File: src/rtl/e2_pkg.sv
package e2_pkg;

    typedef enum logic [2:0] {
        BS_IDLE,
        BS_RX,
        BS_ACK,
        BS_TX,
        BS_MACK
    } bus_st_e;

    typedef enum logic [2:0] {
        SG_NONE,
        SG_CTRL,
        SG_ADDR,
        SG_DATA,
        SG_READ
    } stage_e;

endpackage

File: src/rtl/e2_line_events.sv
module e2_line_events (
    input  logic clk,
    input  logic rst_n,
    input  logic scl_in,
    input  logic sda_in,
    output logic scl_rise,
    output logic scl_fall,
    output logic start_c,
    output logic stop_c
);
    logic scl_q, sda_q, scl_d, sda_d;

    always_comb begin
        scl_d = scl_in;
        sda_d = sda_in;
    end

    always_ff @(posedge clk or negedge rst_n) begin
        if (!rst_n) begin
            scl_q <= 1'b1;
            sda_q <= 1'b1;
        end else begin
            scl_q <= scl_d;
            sda_q <= sda_d;
        end
    end

    assign scl_rise = scl_in & ~scl_q;
    assign scl_fall = ~scl_in & scl_q;
    assign start_c  = scl_in & scl_q & sda_q & ~sda_in;
    assign stop_c   = scl_in & scl_q & ~sda_q & sda_in;
endmodule

File: src/rtl/e2_prog_timer.sv
module e2_prog_timer #(
    parameter int PROG_CYCLES = 600
) (
    input  logic clk,
    input  logic rst_n,
    input  logic launch,
    output logic busy
);
    localparam int CNT_W = $clog2(PROG_CYCLES + 1);

    logic [CNT_W-1:0] cnt_d, cnt_q;

    always_comb begin
        cnt_d = cnt_q;
        if (launch)
            cnt_d = CNT_W'(PROG_CYCLES);
        else if (cnt_q != '0)
            cnt_d = cnt_q - 1'b1;
    end

    always_ff @(posedge clk or negedge rst_n) begin
        if (!rst_n) cnt_q <= '0;
        else        cnt_q <= cnt_d;
    end

    assign busy = (cnt_q != '0);


    no_relaunch_chk: assert property (@(posedge clk) disable iff (!rst_n)
        launch |-> !busy);
endmodule

File: src/rtl/e2_store.sv
module e2_store #(
    parameter int ADDR_W     = 7,
    parameter int PAGE_BYTES = 8
) (
    input  logic                            clk,
    input  logic                            rst_n,
    input  logic                            wr_en,
    input  logic [ADDR_W-$clog2(PAGE_BYTES)-1:0] page_sel,
    input  logic [PAGE_BYTES-1:0][7:0]      wdata,
    input  logic [PAGE_BYTES-1:0]           wmask,
    input  logic [ADDR_W-1:0]               raddr,
    output logic [7:0]                      rdata
);
    localparam int SLOT_W = $clog2(PAGE_BYTES);
    localparam int DEPTH  = 1 << ADDR_W;

    logic [7:0] mem [DEPTH];

    always_ff @(posedge clk or negedge rst_n) begin
        if (!rst_n) begin
            for (int i = 0; i < DEPTH; i++) mem[i] <= 8'h00;
        end else if (wr_en) begin
            for (int s = 0; s < PAGE_BYTES; s++)
                if (wmask[s]) mem[{page_sel, SLOT_W'(s)}] <= wdata[s];
        end
    end

    assign rdata = mem[raddr];
endmodule

File: src/rtl/e2_slave.sv
module e2_slave #(
    parameter int         ADDR_W      = 7,
    parameter int         PAGE_BYTES  = 8,
    parameter int         PROG_CYCLES = 600,
    parameter logic [6:0] DEV_ID      = 7'b1010000
) (
    input  logic clk,
    input  logic rst_n,
    input  logic scl_in,
    input  logic sda_in,
    input  logic wp_n,
    input  logic vclk,
    input  logic bus_en,
    output logic sda_oe,
    output logic ctrl_ok
);
    import e2_pkg::*;

    localparam int SLOT_W  = $clog2(PAGE_BYTES);
    localparam int PBASE_W = ADDR_W - SLOT_W;

    typedef struct packed {
        bus_st_e                   st;
        stage_e                    stg;
        logic [3:0]                cnt;
        logic [7:0]                sh;
        logic [7:0]                tx;
        logic [ADDR_W-1:0]         ptr;
        logic [PAGE_BYTES-1:0][7:0] pbuf;
        logic [PAGE_BYTES-1:0]     pmask;
        logic                      mack;
        logic                      oe;
        logic                      cok;
        logic                      armed;
    } fsm_t;

    fsm_t q, d;

    logic scl_rise, scl_fall, start_c, stop_c;
    logic busy, commit, wr_ok;
    logic [7:0] rdata;
    logic [SLOT_W-1:0] slot;

    e2_line_events u_ev (
        .clk      (clk),
        .rst_n    (rst_n),
        .scl_in   (scl_in),
        .sda_in   (sda_in),
        .scl_rise (scl_rise),
        .scl_fall (scl_fall),
        .start_c  (start_c),
        .stop_c   (stop_c)
    );

    e2_prog_timer #(.PROG_CYCLES(PROG_CYCLES)) u_tmr (
        .clk    (clk),
        .rst_n  (rst_n),
        .launch (commit),
        .busy   (busy)
    );

    e2_store #(.ADDR_W(ADDR_W), .PAGE_BYTES(PAGE_BYTES)) u_mem (
        .clk      (clk),
        .rst_n    (rst_n),
        .wr_en    (commit),
        .page_sel (q.ptr[ADDR_W-1:SLOT_W]),
        .wdata    (q.pbuf),
        .wmask    (q.pmask),
        .raddr    (q.ptr),
        .rdata    (rdata)
    );

    assign slot   = q.ptr[SLOT_W-1:0];
    assign wr_ok  = vclk && !(q.armed && !wp_n);
    assign commit = bus_en && stop_c && (q.stg == SG_DATA) && (|q.pmask) && wr_ok;

    always_comb begin
        d     = q;
        d.cok = 1'b0;
        if (!bus_en) begin
            d.st  = BS_IDLE;
            d.stg = SG_NONE;
            d.oe  = 1'b0;
        end else if (start_c) begin
            d.st  = BS_RX;
            d.stg = SG_CTRL;
            d.cnt = 4'd0;
            d.oe  = 1'b0;
        end else if (stop_c) begin
            d.st  = BS_IDLE;
            d.stg = SG_NONE;
            d.oe  = 1'b0;
            if (commit && (q.ptr[ADDR_W-1:SLOT_W] == {PBASE_W{1'b1}}) && q.pmask[PAGE_BYTES-1])
                d.armed = 1'b1;
        end else begin
            case (q.st)
                BS_RX: begin
                    if (scl_rise && q.cnt < 4'd8) begin
                        d.sh  = {q.sh[6:0], sda_in};
                        d.cnt = q.cnt + 4'd1;
                    end else if (scl_fall && q.cnt == 4'd8) begin
                        case (q.stg)
                            SG_CTRL: begin
                                if (q.sh[7:1] == DEV_ID && !busy) begin
                                    d.oe  = 1'b1;
                                    d.cok = 1'b1;
                                    d.st  = BS_ACK;
                                    d.stg = q.sh[0] ? SG_READ : SG_ADDR;
                                end else begin
                                    d.st  = BS_IDLE;
                                    d.stg = SG_NONE;
                                end
                            end
                            SG_ADDR: begin
                                d.ptr   = q.sh[ADDR_W-1:0];
                                d.pmask = '0;
                                d.oe    = 1'b1;
                                d.st    = BS_ACK;
                                d.stg   = SG_DATA;
                            end
                            SG_DATA: begin
                                d.pbuf[slot]  = q.sh;
                                d.pmask[slot] = 1'b1;
                                d.ptr[SLOT_W-1:0] = slot + SLOT_W'(1);
                                d.oe = 1'b1;
                                d.st = BS_ACK;
                            end
                            default: d.st = BS_IDLE;
                        endcase
                    end
                end
                BS_ACK: begin
                    if (scl_fall) begin
                        if (q.stg == SG_READ) begin
                            d.tx  = {rdata[6:0], 1'b0};
                            d.oe  = ~rdata[7];
                            d.cnt = 4'd1;
                            d.st  = BS_TX;
                        end else begin
                            d.oe  = 1'b0;
                            d.cnt = 4'd0;
                            d.st  = BS_RX;
                        end
                    end
                end
                BS_TX: begin
                    if (scl_fall) begin
                        if (q.cnt == 4'd8) begin
                            d.oe   = 1'b0;
                            d.ptr  = q.ptr + 1'b1;
                            d.mack = 1'b0;
                            d.st   = BS_MACK;
                        end else begin
                            d.oe  = ~q.tx[7];
                            d.tx  = {q.tx[6:0], 1'b0};
                            d.cnt = q.cnt + 4'd1;
                        end
                    end
                end
                BS_MACK: begin
                    if (scl_rise) begin
                        d.mack = ~sda_in;
                    end else if (scl_fall) begin
                        if (q.mack) begin
                            d.tx  = {rdata[6:0], 1'b0};
                            d.oe  = ~rdata[7];
                            d.cnt = 4'd1;
                            d.st  = BS_TX;
                        end else begin
                            d.st  = BS_IDLE;
                            d.stg = SG_NONE;
                        end
                    end
                end
                default: d.st = BS_IDLE;
            endcase
        end
    end

    always_ff @(posedge clk or negedge rst_n) begin
        if (!rst_n) begin
            q       <= '0;
            q.st    <= BS_IDLE;
            q.stg   <= SG_NONE;
        end else begin
            q <= d;
        end
    end

    assign sda_oe  = q.oe;
    assign ctrl_ok = q.cok;


    cok_pulse_chk: assert property (@(posedge clk) disable iff (!rst_n)
        ctrl_ok |=> !ctrl_ok);


    cok_idle_chk: assert property (@(posedge clk) disable iff (!rst_n)
        ctrl_ok |-> !busy);


    quiet_bus_chk: assert property (@(posedge clk) disable iff (!rst_n)
        !bus_en |=> !sda_oe);


    oe_low_phase_chk: assert property (@(posedge clk) disable iff (!rst_n)
        $rose(sda_oe) |-> !scl_in);
endmodule

File: config.mk
export PLATFORM = sky130hd
export DESIGN_NAME = e2_slave
export DESIGN_NICKNAME = d
export VERILOG_FILES = /design/src/rtl/e2_pkg.sv /design/src/rtl/e2_line_events.sv /design/src/rtl/e2_prog_timer.sv /design/src/rtl/e2_store.sv /design/src/rtl/e2_slave.sv
export SDC_FILE = /design/constraint.sdc
export NUM_CORES = 2
export LEC_CHECK = 0
export BUFFER_PORTS_ARGS = -buffer_cell sky130_fd_sc_hd__buf_4
export CAP_MARGIN = 20
export CORE_ASPECT_RATIO = 1.75
export CORE_UTILIZATION = 40
export DETAILED_ROUTE_END_ITERATION = 8
export PLACE_DENSITY = 0.52
export SYNTH_ARGS = -nofsm -noshare
export SYNTH_HDL_FRONTEND = slang
export SYNTH_SLANG_ARGS = --single-unit
File: constraint.sdc
create_clock -name clk -period 5.4 [get_ports clk]
set_clock_uncertainty 0.2 [all_clocks]
set_input_delay 0.54 -clock clk [delete_from_list [all_inputs] [get_ports clk]]
set_output_delay 0.54 -clock clk [all_outputs]
set_load 0.005 [all_outputs]
Yosys cells after proc, flatten, opt, wreduce, memory -nomap -nowiden. Index checks and enable logic that the tools add are counted. Widths: inputs -> output; s select.

$add $sub $neg: 4. Order comparisons: 20. Equality and inequality tests: 46. Multiplexer cells: 119. Bitwise operators: 26. Reduce and logical (&&, ||, !) cells: 44.

Operator list (number): $mux 1024 (15); $bwmux 1024 (8); $demux 8 s7 (8); $mux 79 (2); $mux 8 (18); $mux 100 (1); $ge 8x8->1 const B (9); $mux 72 (1); $not 7->8 (9); $bwmux 64 (1); $lt 8x1->1 const B (8); $mux 64 (1); $bmux 8 s7 (1); $mux 10 (5); $ne 5x5->1 const B (9); $reduce_and 7->1 (5); $demux 8 s3 (1); $mux 6 (4); $ne 2x2->1 const B (12); $pmux 3 s2 (4); $pmux 8 s3 (1); $ne 3x3->1 const B (7); $logic_and 1x1->1 (20); $mux 4 (5); 48 further kinds (104).

Register bits after elaboration: 1145.

Logic depth before layout (Yosys ltp).
Word-level depth: 28. Gate-level depth with buffers: 12. Mapped depth without buffers: 9.

Hierarchy. Synthesis repeated with hierarchy kept, for this count alone.

Cells, all modules: 3209. Area, all modules: 51826.0 µm².

By module, submodules not included: e2_store (instances 1, cells each 2710, area each 46118.0 µm²); e2_slave (instances 1, cells each 440, area each 5094.9 µm²); e2_prog_timer (instances 1, cells each 53, area each 528.0 µm²); e2_line_events (instances 1, cells each 6, area each 85.1 µm²).

Worst setup path after synthesis. OpenSTA, ideal clock, no wires.

Path kind: register -> register. Start: register u_ev.scl_q. End: register u_mem.mem[1019] in the netlist's numbering. Library setup time: 128 ps. Data arrival time: 2420 ps. Data required time: 5072 ps. Slack: 2652 ps. Cell stages (with the launch flop): 9. Clock period less this slack: 2748 ps. Cell sequence: dfstp_2 nand2_2 nor3b_4 nand4_1 a21oi_4 nand2_4 buf_12 nor2_8 mux2_1.

Word-level cells in the longest chain between the ends: 7.

Ends and longest elaborated chain: from (decl) (line e2_line_events.sv:11) `logic scl_q, sda_q, scl_d, sda_d;`; from (signal assigned) (line e2_line_events.sv:23) `scl_q <= scl_d;`; $and 1x1->1 (3 in a row) (line e2_line_events.sv:31) `assign stop_c = scl_in & scl_q & ~sda_q & sda_in;`; $logic_and 1x1->1 (4 in a row) (line e2_slave.sv:75) `assign commit = bus_en && stop_c && (q.stg == SG_DATA) && (|q.pmask) && wr_ok;`; to (signal, indexed assignment) (line e2_store.sv:24) `if (wmask[s]) mem[{page_sel, SLOT_W'(s)}] <= wdata[s];`; to (decl) (line e2_store.sv:17) `logic [7:0] mem [DEPTH];`.

Every way passes these cells. A chain may end at the register's enable or synchronous reset.

Worst setup path in the final report.
Start: register q[76] in the netlist's numbering. End: register q[90] in the netlist's numbering.

Word-level cells in the longest chain between the ends: 8. Elaborated cells between the ends (all ways): 10. Those cells by class: 9 x mux; 1 x bitwise.

Ends and longest elaborated chain: from (decl) (line e2_slave.sv:37) `fsm_t q, d;`; $not 7->8 (implied by the code) (*) (line e2_store.sv:28) `assign rdata = mem[raddr];`; $bmux 8 s7 (*) (line e2_store.sv:28); $mux 8 (implied by the code) (*) (2 in a row) (line e2_store.sv:28); $mux 8 (line e2_slave.sv:164) `if (q.mack) begin`; $mux 8 (line e2_slave.sv:163) `end else if (scl_fall) begin`; $mux 8 (line e2_slave.sv:161) `if (scl_rise) begin`; $pmux 8 s3 (*) (line e2_slave.sv:96) `case (q.st)`.

Every way passes the cells marked *; elsewhere a longest branch is shown, timed or not. The select of a mux whose other input is x is not followed.

==> summary.md <==
| Metric | Value |
|---|---|
| Crit path top cell by count | `buf_4` |
| Hold Path Class | `primary input to async pin` |
| Post-synth top flop | `dfrtp_1` |
| Final clock period utilization by the worst path | `87.4%` |
| First DRT Iteration DRCs | `4320` |
| Via count | `38000` |
| P_leak | `29.2 nW` |
| Fmax | `212 MHz` |
| GRT Util Overall | `36.4%` |
| Setup violations, final | `0` |
| Crit path time final | `4720 ps` |
| Buffers on Ports | `8` |
| Worst R2R Start | `q[76]$_DFFE_PN0P_` |
| DIE WIDTH | `278 um` |
| R2r worst-path depth | `7` |
| Synth warn | `0` |
| Setup TNS | `0 ps` |
| CP required | `5820 ps` |
| Reg-to-reg critical path endpoint | `q[90]$_DFFE_PN0P_` |
| Async set or reset register ratio after synthesis | `100%` |
| Pin slew with the least headroom to its limit | `1310 ps` |
| Average size of a mapped cell | `13.9 um2` |
| Critical path, cell by cell | `buf_4 -> mux4_2 -> o21ai_0 -> a21oi_1 -> o311ai_0 -> buf_4 -> a31oi_1` |
| CTS buffer count | `104` |
| Site Rows | `177` |
| Residual DRC | `0` |
| Synth Net Count | `3861` |
| Sequential area share after synthesis | `53.6%` |
| Layout overhead on the synthesized area | `12.0%` |
| Max-slew violation count | `0` |
| Crit Path Max Fanout | `41` |
| Fin nets | `3937` |
| Via-to-Cell Ratio | `6.63` |
| Initial Utilization | `40.3%` |
| Routed wire per std cell | `42.8 um` |
| RSZ-0062 raised after global routing | `no` |
| Max VDD drop | `0.000225 V` |
| CTS Sinks | `1144` |
| Antenna Nets Post-Route | `0` |
| Die footprint | `135000 um2` |
| Pre-Repair DR Iteration Count | `6` |
| Status | `complete, no violations` |
| CTS tree | `done` |
| Die H | `485 um` |
| Clock latency on the worst-skew pair | `750 ps` |
| Arr. time, crit path | `5140 ps` |
| Vias in the first global route | `38400` |
| HPWL Detailed | `162000 um` |
| H-tree Lvls | `3` |
| Crit path max-delay family | `compound AO/OA/AOI/OAI gates` |
| Crit. End Element | `flip-flop` |
| Crit path kind | `flip-flop to flip-flop` |
| CTS max path bufs | `3` |
| Power Density | `276 nW/um2` |
| Hold Vio Cnt, Final | `0` |
| GR Overflow Total | `0` |
| Routability cong. | `0.945` |
| Mapped Cells | `3849` |
| Slowest-stage cell, CP | `dfrtp_4` |
| Max-Cap Viols | `0` |
| WP buf/inv | `2` |
| Synthesized area | `53400 um2` |
| Yosys cell types | `87` |
| Detailed Route WL | `245000 um` |
| Worst R2R Setup Slack | `680 ps` |
| Final Power | `0.0165 W` |
| First-pass GRT wire length | `336000 um` |
| Share of layout cells above drive strength 1 | `43.8%` |
| Clk root buf | `clkbuf_16` |
| Initial antenna violation count | `31` |
| Largest net degree at the start of global routing | `158` |
| EDFF count, synth | `0` |
| Yosys reg bits | `1144` |
| Max-slew headroom | `12.6%` |
| Max stage delay on crit path | `1020 ps` |
| # IOs | `9` |
| Reg clk slew, reported paths | `70 ps` |
| Non-Filler Instances | `5730` |
| DP Cell Count | `5514` |
| Post-CTS Repair Setup Buffers | `0` |
| Crit path launch type | `flip-flop` |
| Core ar. | `133000 um2` |
==> per-layer routing <==
metal / vias up / track usage (%) / part of all wire (%)
li1: 14600 / - / -
met4: 16 / 33.8 / 11
met1: 20200 / 41.7 / 36
met3: 909 / 6.81 / 7.4
met5: - / 0.325 / 0.083
met2: 2280 / 57.4 / 46
==> cell type report <==
type	instances	area [um2]
diodes	22	55.1
clock buffers	163	3180
fillers	12000	72800
multi-input cells	2449	23600
flip-flops and latches	1144	28600
well taps	1700	2130
repair buffers	213	1890
inverters	13	48.8
clock inverters	26	249
==> what timing repair did <==
item	in CTS	in global routing
gates resized for setup	0	0
endpoints found under the hold margin	104	0
hold buffers	4	0
==> metrics by stage <==
stage | setup WS [ps] | utilization (%) | hold WS, ps | cell area, um2
4_1_cts | 885 | 45.0 | 235 | 59800
2_1_floorplan | 2650 | - | 44.4 | 53400
5_1_grt | 793 | 45.1 | 178 | 59800
3_3_place_gp | 937 | 42.4 | 263 | 56300
6_report | 678 | 45.1 | 117 | 59800
3_5_place_dp | 926 | 42.4 | 272 | 56300
==> cells by family after synthesis <==
logic type | after synthesis | share of synthesized area, %
muxes | 1277 | 27.8
AOI/OAI and AO/OA | 658 | 8.85
DFF | 1144 | 53.6
and+or+nand+nor | 500 | 7.13
xor gates and xnor gates | 9 | 0.148
buffers and inverters | 256 | 2.33
adders and majority gates | 5 | 0.117
==> power by group <==
part | internal, W | total [W] | switching, W
registers | 0.00857 | 0.00859 | 0.0000140
logic | 0.0000345 | 0.000238 | 0.000204
clock network | 0.00422 | 0.00771 | 0.00349
==> synthesized netlist by cell type, drive strengths merged, types with 6 or more instances <==
cell / instances / area (um2)
o21ai: 78 / 390
a2111oi: 9 / 85.1
nor3b: 8 / 81.3
nor3: 19 / 133
o211ai: 18 / 135
a211oi: 18 / 135
and3: 7 / 43.8
a41oi: 6 / 52.6
inv: 12 / 45.0
nor2: 224 / 2260
a221o: 28 / 280
nor2b: 16 / 100
o22ai: 6 / 37.5
mux2: 1165 / 13300
nand3: 26 / 130
dfrtp: 1142 / 28600
nand2: 131 / 582
nand2b: 9 / 56.3
buf: 163 / 893
o2bb2ai: 12 / 105
o221ai: 7 / 61.3
nand4: 16 / 100
a22o: 29 / 254
a31oi: 31 / 194
mux2i: 78 / 781
mux4: 34 / 766
a22oi: 137 / 1030
a221oi: 79 / 692
nor4: 9 / 56.3
o31ai: 10 / 75.1
o2111ai: 9 / 78.8
a21oi: 130 / 662
clkbuf: 80 / 300
==> flip-flops by register name (all words and copies together) (netlist names) <==
name,cells
ctrl_ok,1
u_ev.scl_q,1
u_tmr.cnt_q,10
u_mem.mem,1024
q,106
u_ev.sda_q,1
sda_oe,1
==> worst register-to-register path, stage by stage (launching register included) <==
cell and delay (ps):
dfrtp_4 1020, buf_4 650, mux4_2 600, o21ai_0 940, a21oi_1 270, o311ai_0 620, buf_4 220, a31oi_1 80
==> worst max-delay path by stage <==
stage | from | endpoint | slack (ps) | depth (start not counted)
2_1_floorplan | u_ev.scl_q$_DFF_PN1_ | u_mem.mem[1019]$_DFFE_PN0P_ | 2650 | 8
3_3_place_gp | q[76]$_DFFE_PN0P_ | q[90]$_DFFE_PN0P_ | 940 | 7
3_5_place_dp | q[76]$_DFFE_PN0P_ | q[90]$_DFFE_PN0P_ | 930 | 7
4_1_cts | q[76]$_DFFE_PN0P_ | q[90]$_DFFE_PN0P_ | 880 | 7
5_1_grt | q[76]$_DFFE_PN0P_ | q[90]$_DFFE_PN0P_ | 790 | 7
6_report | q[76]$_DFFE_PN0P_ | q[90]$_DFFE_PN0P_ | 680 | 7
==> placed cells by master, fill, tap and decap left out, types with 10 or more instances in the layout <==
cell       count
mux2_4        55
nor2_1        92
a22oi_1      137
a21oi_1      129
o211ai_1      18
a22o_1        29
mux4_2        34
buf_4        185
buf_12        22
nand4_1       16
o31ai_1       10
o2bb2ai_1     12
nor2_2        50
nand2_1      113
nor3_1        13
mux2_2      1101
a211oi_1      18
clkbuf_16    107
clkbuf_8      29
a31oi_1       31
clkinv_2      16
a221oi_1      79
diode_2       22
dfrtp_1     1135
nand3_1       26
clkbuf_1      27
mux2i_1       78
o21ai_0       78
nor2b_1       10
nor2_8        80
a221o_1       28
No activity file was read; power rests on OpenSTA's default activity.
